### src/rtl/mtp_pkg.sv
package mtp_pkg;
    typedef enum logic [2:0] {
        MD_STANDBY,
        MD_OUT_OFF,
        MD_ARRAY_RD,
        MD_ID_RD,
        MD_PROG_SEL,
        MD_ERASE_SEL
    } mode_t;

    typedef enum logic [1:0] {
        ST_IDLE,
        ST_PROG,
        ST_ERASE
    } state_t;

    localparam logic [7:0] MFR_ID = 8'hBF;
endpackage

### src/rtl/mtp_ctrl.sv
module mtp_ctrl
    import mtp_pkg::*;
#(
    parameter int ADDR_W    = 8,
    parameter int DATA_W    = 8,
    parameter int PULSE_CYC = 4
) (
    input  logic              clk,
    input  logic              rst_n,
    input  mode_t             mode,
    input  logic              we_n,
    input  logic              oe_hv,
    input  logic              a9_hv,
    input  logic [ADDR_W-1:0] addr,
    input  logic [DATA_W-1:0] din,
    output logic              busy,
    output logic              err,
    output logic              wr_en,
    output logic [ADDR_W-1:0] wr_addr,
    output logic [DATA_W-1:0] wr_data,
    output logic              erase_all
);
    localparam int CNT_W = $clog2(PULSE_CYC + 1);
    localparam logic [CNT_W-1:0] CNT_LOAD = CNT_W'(PULSE_CYC - 1);

    state_t            state, nxt;
    logic [CNT_W-1:0]  cnt;
    logic              we_q;
    logic              we_fall;
    logic              start;
    logic              abort;
    logic              done;

    assign we_fall = we_q && !we_n;
    assign start   = we_fall && (state == ST_IDLE) &&
                     ((mode == MD_PROG_SEL) || (mode == MD_ERASE_SEL));
    assign done    = (cnt == '0);

    always_comb begin
        nxt   = state;
        abort = 1'b0;
        unique case (state)
            ST_IDLE: begin
                if (start)
                    nxt = (mode == MD_ERASE_SEL) ? ST_ERASE : ST_PROG;
            end
            ST_PROG: begin
                abort = !oe_hv;
                if (abort || done)
                    nxt = ST_IDLE;
            end
            ST_ERASE: begin
                abort = !oe_hv || !a9_hv;
                if (abort || done)
                    nxt = ST_IDLE;
            end
            default: nxt = ST_IDLE;
        endcase
    end

    // state register process
    always_ff @(posedge clk or negedge rst_n) begin
        if (!rst_n) begin
            state   <= ST_IDLE;
            cnt     <= '0;
            we_q    <= 1'b1;
            err     <= 1'b0;
            wr_addr <= '0;
            wr_data <= '0;
        end else begin
            state <= nxt;
            we_q  <= we_n;
            if (start) begin
                cnt     <= CNT_LOAD;
                err     <= 1'b0;
                wr_addr <= addr;
                wr_data <= din;
            end else if (state != ST_IDLE) begin
                if (abort)
                    err <= 1'b1;
                if (!done)
                    cnt <= cnt - 1'b1;
            end
        end
    end

    // output process
    always_comb begin
        busy      = 1'b0;
        wr_en     = 1'b0;
        erase_all = 1'b0;
        unique case (state)
            ST_IDLE: ;
            ST_PROG: begin
                busy  = 1'b1;
                wr_en = done && !abort;
            end
            ST_ERASE: begin
                busy      = 1'b1;
                erase_all = done && !abort;
            end
            default: ;
        endcase
    end

    logic [CNT_W:0] busy_run;
    always_ff @(posedge clk or negedge rst_n) begin
        if (!rst_n)
            busy_run <= '0;
        else
            busy_run <= busy ? busy_run + 1'b1 : '0;
    end


    start_busy_chk: assert property (@(posedge clk) disable iff (!rst_n)
        start |=> busy);


    busy_len_chk: assert property (@(posedge clk) disable iff (!rst_n)
        busy |-> (busy_run < (CNT_W+1)'(PULSE_CYC)));


    err_src_chk: assert property (@(posedge clk) disable iff (!rst_n)
        $rose(err) |-> $past(busy));
endmodule

### config.mk
export PLATFORM = sky130hd
export DESIGN_NAME = mtp_ctrl
export DESIGN_NICKNAME = d
export VERILOG_FILES = /design/src/rtl/mtp_pkg.sv /design/src/rtl/mtp_ctrl.sv
export SDC_FILE = /design/constraint.sdc
export NUM_CORES = 1
export LEC_CHECK = 0
export BUFFER_PORTS_ARGS = -buffer_cell sky130_fd_sc_hd__buf_2
export CORE_MARGIN = 3
export CORE_UTILIZATION = 42
export DETAILED_ROUTE_END_ITERATION = 10
export PLACE_DENSITY = 0.73
export SYNTH_ARGS = -nofsm -noshare
export SYNTH_HDL_FRONTEND = slang
export SYNTH_SLANG_ARGS = --single-unit
### constraint.sdc
create_clock -name clk -period 1.6 [get_ports clk]
set_input_delay 0.16 -clock clk [delete_from_list [all_inputs] [get_ports clk]]
set_output_delay 0.16 -clock clk [all_outputs]
set_load 0.005 [all_outputs]
# ---- Word level (Yosys, flattened, before mapping)
# Index checks and enable logic that the tools add are counted.
dict set report totals {
  regBits 23
  output_inout_bits 20
  input_bits 24
}
dict set report classes {
  n_eq_ne 8
  n_reduce_logical 21
  muxes 15
  n_addsub 1
}
# op n
set op_table {}
lappend op_table {{$mux W3} 3}
lappend op_table {{$mux W2} 4}
lappend op_table {{$ne A2 B2 Y1 const B} 4}
lappend op_table {{$eq A3 B3 Y1 const B} 2}
lappend op_table {{$mux W1} 6}
lappend op_table {{$pmux W2 S3} 1}
lappend op_table {{$reduce_bool A2 Y1} 3}
lappend op_table {{$logic_and A1 B1 Y1} 4}
lappend op_table {{$logic_not A1 Y1} 4}
lappend op_table {{$logic_or A1 B1 Y1} 4}
lappend op_table {{$reduce_and A2 Y1} 2}
lappend op_table {{$logic_not A3 Y1} 1}
lappend op_table {{$reduce_and A3 Y1} 1}
lappend op_table {{$sub A3 B1 Y3 const B} 1}
lappend op_table {{$eq A2 B1 Y1 const B} 1}
lappend op_table {{$eq A2 B2 Y1 const B} 1}
lappend op_table {{$logic_not A2 Y1} 1}
lappend op_table {{$pmux W1 S2} 1}
lappend op_table {{$reduce_or A2 Y1} 1}

# ---- Logic depth before layout (Yosys ltp)
# Gate-level depths: netlist (run 1).
dict set report logic_depth {
  word_depth 6
  depth_mapped 6
  mapped_depth_nobuf 6
}

# ---- Worst setup path after synthesis (run 1)
# No wires, ideal clock.
dict set report synth_timing {
  kind {register to register}
  start {register we_q}
  end {register wr_addr[0]}
  synth_period_minus_slack_ns 1.563
  arrival_time_ns 1.438
  setup_time_ns 0.125
  path_slack_ns 0.037
  path_stages_with_launch 6
  cell_sequence {dfstp_2 -> nor4bb_1 -> buf_4 -> nand2_8 -> buf_12 -> mux2_4}
}
dict set report synth_between {
  elab_chain_len 3
}
# element line_no
set synth_rtl {}
lappend synth_rtl {{from (decl)} mtp_ctrl.sv:28} ;# logic we_q;
lappend synth_rtl {{from (signal assigned)} mtp_ctrl.sv:72} ;# we_q <= we_n;
lappend synth_rtl {{$logic_and A1 B1 Y1} mtp_ctrl.sv:34} ;# assign we_fall = we_q && !we_n;
lappend synth_rtl {{$logic_and A1 B1 Y1 (2 in a row)} mtp_ctrl.sv:35} ;# assign start = we_fall && (state == ST_IDLE) &&
lappend synth_rtl {{to (signal assigned)} mtp_ctrl.sv:76} ;# wr_addr <= addr;
lappend synth_rtl {{to (decl)} mtp_ctrl.sv:19} ;# output logic [ADDR_W-1:0] wr_addr,
# Every way passes these cells.
# A chain may end at the register's enable or synchronous reset.

# ---- Final worst setup path (run 1)
dict set report layout_timing {
  start {register state[0]}
  end {output port erase_all}
}
dict set report layout_between {
  elab_chain_len 5
  elab_cells_between_ends 6
  classes_between {eq/ne: 2; mux: 2; reduce/logical: 2}
}
# element line_no
set layout_rtl {}
lappend layout_rtl {{from (decl)} mtp_ctrl.sv:26} ;# state_t state, nxt;
lappend layout_rtl {{from (signal assigned)} mtp_ctrl.sv:71} ;# state <= nxt;
lappend layout_rtl {{$eq A2 B2 Y1 or $eq A2 B1 Y1 (tied branches)} {mtp_ctrl.sv:42, mtp_ctrl.sv:92}}
lappend layout_rtl {{$pmux W1 S2} mtp_ctrl.sv:42} ;# unique case (state)
lappend layout_rtl {{$logic_not A1 Y1} mtp_ctrl.sv:100} ;# erase_all = done && !abort;
lappend layout_rtl {{$logic_and A1 B1 Y1} mtp_ctrl.sv:100}
lappend layout_rtl {{$mux W1 *} mtp_ctrl.sv:92} ;# unique case (state)
lappend layout_rtl {{to (decl)} mtp_ctrl.sv:21} ;# output logic erase_all
# Mark *: on every way between the ends. The rest lies on a longest branch, timed or not.

==> results.md, run 1 <==
- Status: finished, violations left
- Failing checks: setup timing
- Fin util: 57.3%
- LEAKAGE: 0.000753 uW
- Global-route wire length before repair: 3530 um
- Power Dens Cells: 1390 nW/um^2
- Chip height: 57.4 um
- Mapped Area: 1110 um^2
- Top cell type's share of synthesized area: 49.5%
- Routability cong.: 0.762
- Post-Synthesis Cells: 81
- Critical Path AT: 1.57 ns
- Finished Cell Area: 1430 um^2
- Hpwl dp: 1660 um
- Place WS: 0.0303 ns
- Pwr Total: 1980 uW
- Worst hold path type: input pin to flop
- DR WL/cell: 13.7 um
- Period utilisation layout: 108%
- Share of cells above drive strength 1: 57.6%
- Top_reg_cell synth: dfrtp_1
- CTS Root Cell: clkbuf_4
- DR pass1 iterations: 4
- ANT nets after route: 0
- Asr flop ratio synth: 100%
- Area Growth Syn to Fin: 28.8%
- Slew margin rel.: 67.6%
- DRC violations left: 0
- Slew Limit Fails: 0
- Placed instance area: 1340 um^2
- Die W: 57.4 um
- Ys Warns: 0
- Clock power share: 12.7%
- DR vias/cell: 5.06
- Worst vdd ir: 1150 uV
- Sequential fraction of the synthesis area: 51.9%
- Net Sw Frac: 31.2%
- Most frequent cells after synthesis: dfrtp_1, mux2_4, inv_1
- H-Tree Depth: 1
- Antenna violations before repair: 0
- # clock sinks: 23
- Initial core utilization: 44.4%
- Critical Path Start Type: flop
- Top sig layer: met4
- Post-route setup slack: -0.132 ns
- Core area: 2500 um^2
- GRT Residual Overflow: 0
- Synth cell types: 28
- Comb pwr share: 40.9%
- CTS tree: done
- Measured slew at the worst slew-check pin: 0.486 ns
- Post-synth EDFFs: 0
- Fmax: 577 MHz
- Met3 wire len: 106 um
- Syn avg cell area: 13.7 um^2
- Pin count of the biggest net entering global routing: 24
- CP Data Required Time: 1.44 ns
- Clk buf depth: 2
- # IOs: 44
- Critical Path Fanout Max: 4
- Metal2 WL: 1270 um
- Drt total wl: 2220 um
- Met1 wire length: 826 um
- DP Cell Count: 153
- Cell taking the most area after synthesis: dfrtp_1
- Max-Cap Viols: 0
- Final setup vio count: 2
- Post-route minimum period: 1.73 ns
- Die area: 3300 um^2
- NumNets Final: 162
- Largest cells by area after synthesis: dfrtp_1, mux2_4, mux2_2
- Ant diodes: 0
- NetSw: 619 uW
- CP endpoint kind: output port
- Clk_skew: 0.00194 ns
- Vias in the first global route: 801
- Worst skew pair latency: 0.30 ns
- Internal Pwr Total: 1360 uW
- Post-Syn Nets: 110
- Most numerous cell in the Yosys netlist: dfrtp_1
- Hold Vio Cnt, Final: 0
- Rows: 18
- CTS buffer count: 3
- GRT Total Usage: 13.6%
- WS Path Type: flop to output port
- Reg clk slew, reported paths: 0.11 ns
- IO buf count: 43
- RSZ-0062 raised after global routing: yes
- Iter 0 DRT Violations: 6
- Post-Layout Cell Count: 162
- Flop pwr share: 46.4%
- Routed vias: 819
- Register bit total from synthesis: 23
[cell type report]
cell class,instances,area [um^2]
clock buffers,4,26.3
repair buffers,49,265
flip-flops and latches,23,577
inverters,7,26.3
well taps,30,37.5
fillers,217,1070
multi-input cells,49,499
[state kept, by name (all words and copies together) (netlist names)]
register	flops
cnt	3
err	1
state	2
wr_data	8
we_q	1
wr_addr	8
[cells in the final DEF (no fill, tap or decap), drive strengths merged, types with 2 or more instances in the layout]
cell | synthesis | routed
o21ai | 4 | 4
inv | 7 | 7
dfrtp | 22 | 22
nand2 | 2 | 3
ha | 5 | 5
dlygate4sd3 | 0 | 2
nor2 | 3 | 3
clkbuf | 0 | 4
buf | 3 | 47
mux2 | 16 | 16
and3 | 2 | 2
o2bb2ai | 2 | 2
[cells by family after synthesis]
| family | synth area share, % |
|---|---|
| flops | 51.9 |
| buf+inv | 5.52 |
| compound gates | 8.67 |
| mux | 19.6 |
| fa+ha+maj | 5.63 |
| simple gates | 8.67 |
[final timing paths]
| path | from | end | slack [ns] | cells past startpoint |
|---|---|---|---|---|
| max in group asynchronous | rst_n | we_q | 0.90 | 2 |
| hold reg to reg | wr_addr[7] | wr_addr[7] | 0.51 | 1 |
| min in group asynchronous | rst_n | wr_data[0] | 0.35 | 2 |
| setup reg to reg | cnt[1] | state[1] | 0.07 | 5 |
| hold / removal | din[3] | wr_data[3] | 0.08 | 2 |
| setup / recovery | state[0] | erase_all | -0.13 | 6 |
[layer usage]
| layer | GRT usage [%] | vias to the layer above |
|---|---|---|
| li1 | - | 390 |
| met1 | 14.4 | 404 |
| met2 | 25.0 | 23 |
| met5 | 0 | - |
| met3 | 4.07 | 2 |
| met4 | 4.97 | 0 |
[power groups by stage]
stage | clock network [uW] | registers [uW] | logic, uW
6_report | 251 | 921 | 811
5_1_grt | 290 | 954 | 893
4_1_cts | 265 | 923 | 802
3_5_place_dp | 0 | 930 | 790
3_3_place_gp | 0 | 924 | 750
2_1_floorplan | 0 | 934 | 464
[through the flow]
| stage | hold WS, ns | setup TNS (ns) |
|---|---|---|
| after detailed placement | 0.154 | 0 |
| final | 0.0831 | -0.256 |
| after global routing | 0.0662 | -0.786 |
| after floorplan | -0.136 | 0 |
| after global placement | 0.144 | 0 |
| after CTS | 0.0724 | -0.249 |
[what timing repair did]
item                                    4_1_cts  5_1_grt
resized for setup                             5        1
endpoints found under the hold margin        23        0
endpoints found under the setup margin        2       20
hold buffers                                  2        0
buffers inserted                              0        2
pin swaps                                     0        2
cloned                                        0        1
[worst max-delay path: stages (launching register included)]
cell	delay (ns)
dfrtp_1	0.40
inv_2	0.06
ha_2	0.19
o21ba_2	0.22
o21ai_2	0.14
and3_1	0.16
buf_2	0.10
No activity file was read; power rests on OpenSTA's default activity.
==> run 2, diff against run 1 <==
CORE_UTILIZATION = 35   (was 42)
PLACE_DENSITY = unset   (was 0.73)
==> results.md, run 2 (synthesized netlist as in run 1, its figures left out) <==
- Critical Path AT: 1.57 ns (about the same)
- CTS Root Cell: clkbuf_4
- Pin count of the biggest net entering global routing: 24 (unchanged)
- Failing checks: setup timing
- Post-Layout Cell Count: 175 (+8.0%)
- Grt peak-use layer: met2
- GRT Residual Overflow: 0 (unchanged)
- Hpwl dp: 1610 um (-3.6%)
- Reg-to-Reg End: wr_addr[0]
- WS Path Type: flop to output port
- # clock sinks: 23 (unchanged)
- Comb pwr share: 40.5% (-0.4 points)
- Max-Cap Viols: 0 (unchanged)
- Clock power share: 13.4% (+0.7 points)
- Measured slew at the worst slew-check pin: 0.500 ns (+0.0134 ns)
- Top Registers: wr_addr (8), wr_data (8), cnt (3)
- CP Data Required Time: 1.44 ns (about the same)
- Pwr Total: 1980 uW (about the same)
- DR WL/cell: 12.5 um (-9.1%)
- Status: finished, violations left
- Post-route minimum period: 1.73 ns (-0.00105 ns)
- LEAKAGE: 0.000772 uW (+2.4%)
- Min-delay src: din[5]
- Vias in the first global route: 839 (+4.7%)
- GRT Total Usage: 11.6% (-2.0 points)
- Worst reg-to-reg setup slack: 0.06 ns (about the same)
- Routability cong.: 0.656 (-14%)
- Fin util: 50.8% (-6.4 points)
- CTS tree: done
- Finished Cell Area: 1470 um^2 (+3.0%)
- Die area: 3890 um^2 (+18%)
- RSZ-0062 raised after global routing: yes
- CP endpoint kind: output port
- Core area: 2900 um^2 (+16%)
- NetSw: 617 uW (-0.32%)
- CTS buffer count: 3 (unchanged)
- Commonest non-fill, non-tap cell in the layout: buf_2
- # IOs: 44 (unchanged)
- Setup TNS: -0.258 ns (-0.00241 ns)
- Final setup vio count: 2 (unchanged)
- DP Cell Count: 165 (+7.8%)
- R2R cell count: 4 (-1)
- Rows: 19 (+1)
- GR met3 Demand/Resource: 2.88% (-1.2 points)
- Die W: 62.3 um (+8.5%)
- Flop pwr share: 46.1% (-0.3 points)
- Clk buf depth: 2 (unchanged)
- DR vias/cell: 4.61 (-8.9%)
- Worst skew pair latency: 0.30 ns (about the same)
- Internal Pwr Total: 1370 uW (+0.19%)
- Routed vias: 806 (-1.6%)
- DRC violations left: 0 (unchanged)
- FF-to-FF Start: we_q
- Commonest non-fill, non-tap cells in the layout: buf_2, dfrtp_1, mux2_4
- Worst vdd ir: 635 uV (-45%)
- GR met1 Demand/Resource: 13.5% (-0.93 points)
- Chip height: 62.3 um (+8.5%)
- Drt total wl: 2180 um (-1.8%)
- Slew Limit Fails: 0 (unchanged)
- Clk_skew: 0.00523 ns (+0.00329 ns)
- Net Sw Frac: 31.1% (-0.11 points)
- H-Tree Depth: 1 (unchanged)
- ANT nets after route: 0 (unchanged)
- Critical Path Start Type: flop
- Fmax: 578 MHz (about the same)
- Reg clk slew, reported paths: 0.13 ns (+0.02 ns)
- Post-route setup slack: -0.131 ns (+0.00105 ns)
- Hold Vio Cnt, Final: 0 (unchanged)
- Worst hold path type: input pin to flop
- Initial core utilization: 38.3% (-6.1 points)
- Share of cells above drive strength 1: 59.4% (+1.8 points)
- Area Growth Syn to Fin: 32.7%
- Worst Hold End: wr_data[5]
- Hold Crit Depth: 2 (unchanged)
- Critical Path Fanout Max: 4 (unchanged)
- IO buf count: 43 (unchanged)
- M2 GR Usage: 21.5% (-3.5 points)
- DR pass1 iterations: 4 (unchanged)
- NumNets Final: 163 (+0.62%)
- Iter 0 DRT Violations: 17 (+11)
- Slew margin rel.: 66.7% (-0.89 points)
- Period utilisation layout: 108% (about the same)
- Ant diodes: 0 (unchanged)
- Antenna violations before repair: 0 (unchanged)
- Global-route wire length before repair: 3700 um (+4.9%)
- Placed instance area: 1360 um^2 (+1.1%)
- Power Dens Cells: 1350 nW/um^2 (-2.9%)
-- run 2: area by class of cell --
| class | count | area (um^2) |
|---|---|---|
| fillers | 265 | 1430 |
| flip-flops and latches | 23 | 577 |
| multi-input cells | 48 | 507 |
| repair buffers | 51 | 284 |
| well taps | 42 | 52.6 |
| inverters | 7 | 26.3 |
| clock buffers | 3 | 22.5 |
| clock inverters | 1 | 5.00 |
-- run 2: critical path: stages (launching register included) --
cell	delay, ns
dfrtp_1	0.42
inv_2	0.07
ha_4	0.17
o21ba_2	0.21
o21ai_2	0.14
and3_1	0.16
buf_2	0.11
-- run 2: routing by layer --
metal	share of wire (%)	routed length, um	up-vias
li1	-	-	390
met3	4.3	94	2
met4	0.60	13	0
met2	54	1180	19
met5	0	0	-
met1	41	898	395
-- run 2: how the worst max path moves through the flow --
stage          depth (start not counted)          to  startpoint  slack, ns
2_1_floorplan                          5  wr_addr[0]        we_q       0.04
3_3_place_gp                           4  wr_addr[7]        we_q       0.06
3_5_place_dp                           4  wr_addr[7]        we_q       0.03
4_1_cts                                6   erase_all    state[1]      -0.15
5_1_grt                                6   erase_all    state[0]      -0.24
6_report                               6   erase_all    state[0]      -0.13
-- run 2: power by group through the flow --
stage | Clock (uW) | Sequential, uW | Combinational (uW)
2_1_floorplan | 0 | 934 | 464
3_3_place_gp | 0 | 925 | 761
3_5_place_dp | 0 | 925 | 783
4_1_cts | 281 | 918 | 808
5_1_grt | 308 | 955 | 898
6_report | 267 | 914 | 803
-- run 2: stage by stage --
stage	setup WS, ns	hold WS [ns]
floorplan	0.0367	-0.136
CTS	-0.155	0.0628
detailed placement	0.0314	0.168
global route	-0.243	0.0470
global placement	0.0648	0.165
finish	-0.131	0.0724
-- run 2: what timing repair did --
| item | 4_1_cts | 5_1_grt |
|---|---|---|
| hold buffers | 2 | 0 |
| endpoints found under the setup margin | 2 | 20 |
| endpoints found under the hold margin | 23 | 0 |
| setup buffers | 2 | 2 |
| pin swaps | 3 | 1 |
| resized for setup | 7 | 3 |
==> run 3, diff against run 2 <==
ABC_AREA = 1   (was unset)
==> results.md, run 3 <==
- Period utilisation layout: 98.3% (-9.9 points)
- CP Data Required Time: 1.44 ns (about the same)
- GRT Residual Overflow: 0 (unchanged)
- Mapped Area: 1080 um^2 (-2.5%)
- Sequential fraction of the synthesis area: 53.2% (+1.3 points)
- Status: complete, no violations
- CTS buffer count: 3 (unchanged)
- # IOs: 44 (unchanged)
- H-Tree Depth: 1 (unchanged)
- GRT Total Usage: 12.1% (+0.43 points)
- IO buf count: 43 (unchanged)
- Drt total wl: 2190 um (+0.37%)
- Die area: 3800 um^2 (-2.2%)
- Top cell type's share of synthesized area: 50.8% (+1.3 points)
- Chip height: 61.6 um (-1.1%)
- Net Sw Frac: 37.8% (+6.7 points)
- LEAKAGE: 0.000815 uW (+5.6%)
- Area Growth Syn to Fin: 28.3%
- Largest cells by area after synthesis: dfrtp_1, nand2_1, ha_1
- # clock sinks: 23 (unchanged)
- Ant diodes: 0 (unchanged)
- DR WL/cell: 10.5 um (-16%)
- Final setup vio count: 0 (-2)
- Place WS: 0.141 ns (+0.109 ns)
- Power Dens Cells: 1650 nW/um^2 (+22%)
- Commonest non-fill, non-tap cells in the layout: nand2_1, buf_2, dfrtp_1
- Hpwl dp: 1610 um (+0.52%)
- Most frequent cells after synthesis: nand2_1, dfrtp_1, inv_1
- WS Path Type: flop to output port
- Max-Cap Viols: 0 (unchanged)
- DR pass1 iterations: 4 (unchanged)
- CTS tree: done
- Most numerous cell in the Yosys netlist: nand2_1
- Hold Vio Cnt, Final: 0 (unchanged)
- Share of cells above drive strength 1: 35.6% (-24 points)
- Syn avg cell area: 8.33 um^2 (-39%)
- Global-route wire length before repair: 3390 um (-8.2%)
- Comb pwr share: 45.7% (+5.2 points)
- DR vias/cell: 4.48 (-2.8%)
- Register bit total from synthesis: 23 (unchanged)
- Routed vias: 931 (+16%)
- Post-route minimum period: 1.57 ns (-0.159 ns)
- ANT nets after route: 0 (unchanged)
- Filler Cells Inserted: 294 (+11%)
- Fmax: 636 MHz (+10%)
- Rows: 19 (unchanged)
- Clk buf depth: 2 (unchanged)
- Post-Synthesis Cells: 130 (+60%)
- Fin util: 48.7% (-2.1 points)
- Worst hold path type: input pin to flop
- Finished Cell Area: 1390 um^2 (-5.7%)
- Cell taking the most area after synthesis: dfrtp_1
- Die W: 61.6 um (-1.1%)
- Post-Syn Nets: 159 (+45%)
- Slew Limit Fails: 0 (unchanged)
- Measured slew at the worst slew-check pin: 0.517 ns (+0.0175 ns)
- R2R cell count: 7 (+3)
- RSZ-0062 raised after global routing: yes
- NetSw: 865 uW (+40%)
- DRC violations left: 0 (unchanged)
- Pin count of the biggest net entering global routing: 24 (unchanged)
- Top Registers: wr_addr (8), wr_data (8), cnt (3)
- Worst vdd ir: 654 uV (+3.0%)
- Flop pwr share: 42.8% (-3.3 points)
- CTS Root Cell: clkbuf_4
- Initial core utilization: 38.0% (-0.33 points)
- Top_reg_cell synth: dfrtp_1
- Pwr Total: 2290 uW (+15%)
- Setup TNS: 0 ns (+0.258 ns)
- Routability cong.: 0.725 (+11%)
- Antenna violations before repair: 0 (unchanged)
- Critical Path AT: 1.41 ns (-0.16 ns)
- Synth cell types: 20 (-29%)
- Post-route setup slack: 0.0277 ns (+0.159 ns)
- Post-synth EDFFs: 0 (unchanged)
- Commonest non-fill, non-tap cell in the layout: nand2_1
- CP endpoint kind: output port
- Ys Warns: 0 (unchanged)
- Vias in the first global route: 784 (-6.6%)
- NumNets Final: 207 (+27%)
- Reg clk slew, reported paths: 0.13 ns (about the same)
- Placed instance area: 1320 um^2 (-3.2%)
- Critical Path Fanout Max: 3 (-1)
- Critical Path Start Type: flop
- Slew margin rel.: 65.5% (-1.2 points)
- Clk_skew: 0.00394 ns (-0.00130 ns)
- Asr flop ratio synth: 100% (unchanged)
- Internal Pwr Total: 1420 uW (+4.1%)
- Hold Crit Depth: 3 (+1)
- Iter 0 DRT Violations: 20 (+3)
- Clock power share: 11.4% (-2.0 points)
- Worst skew pair latency: 0.30 ns (about the same)
- Core area: 2850 um^2 (-1.6%)
==> run 3: cell count changes after synthesis, sizes merged, moves of 2 or more <==
| cell | delta |
|---|---|
| and3 | -2 |
| inv | +8 |
| mux2 | -16 |
| nand2 | +63 |
| nand3 | +4 |
| nor2 | +4 |
| o2bb2ai | -2 |
==> run 3: area by class of cell <==
type / count / area [um^2] / share of cell area (%)
clock buffers: 3 / 22.5 / 1.62
multi-input cells: 89 / 448 / 32.2
clock inverters: 1 / 5.00 / 0.360
repair buffers: 46 / 243 / 17.5
flip-flops and latches: 23 / 577 / 41.5
well taps: 31 / 38.8 / 2.79
inverters: 15 / 56.3 / 4.05
==> run 3: metrics by stage <==
| stage | cells | hold slack (ns) |
|---|---|---|
| after detailed placement | 202 | 0.170 |
| after global routing | 208 | 0.0392 |
| final | 208 | 0.0451 |
| after floorplan | 130 | -0.136 |
| after CTS | 208 | 0.0340 |
| after global placement | 202 | 0.157 |
==> run 3: worst paths after layout <==
path | from | endpoint | slack [ns]
max | state[0] | erase_all | 0.03
min | addr[0] | wr_addr[0] | 0.05
max reg2reg | cnt[0] | cnt[2] | 0.17
min reg2reg | wr_addr[6] | wr_addr[6] | 0.48
max in group asynchronous | rst_n | we_q | 0.89
min in group asynchronous | rst_n | wr_data[0] | 0.34
==> run 3: logic make-up (layout without fill, tap and decap cells) <==
group	Yosys count	in the layout	synth area share (%)
buffers and inverters	18	65	7.97
AO/OA/AOI/OAI	5	5	2.89
AND/OR/NAND/NOR	78	78	29.3
flip-flops	23	23	53.2
XOR/XNOR	1	1	0.808
adder cells (fa/ha/maj)	5	5	5.77
==> run 3: per-layer routing <==
metal,track usage [%],routed length [um],up-vias
met5,0,0,-
met4,4.55,16,0
met3,2.73,143,2
met2,18.5,1050,26
met1,16.5,978,422
li1,-,-,481
==> run 3: power by group through the flow <==
| stage | clock network [uW] | registers [uW] | logic (uW) |
|---|---|---|---|
| detailed placement | 0 | 987 | 973 |
| floorplan | 0 | 998 | 580 |
| global route | 298 | 1020 | 1210 |
| global placement | 0 | 984 | 941 |
| finish | 262 | 980 | 1050 |
| CTS | 279 | 986 | 1050 |
==> run 3: critical path, stage by stage, from the launching register on <==
cell and delay [ns]:
dfrtp_1 0.41, inv_2 0.07, ha_4 0.27, nand2_2 0.06, o21ai_2 0.14, nor2_1 0.05, buf_2 0.12
==> run 3: repair_timing <==
action                                 in CTS  in global routing
gates resized for setup                     8                  1
setup buffers                               0                  0
setup endpoints to repair                   2                  2
hold buffers                                2                  0
endpoints found under the hold margin      23                  0
pin swaps                                   3                  2
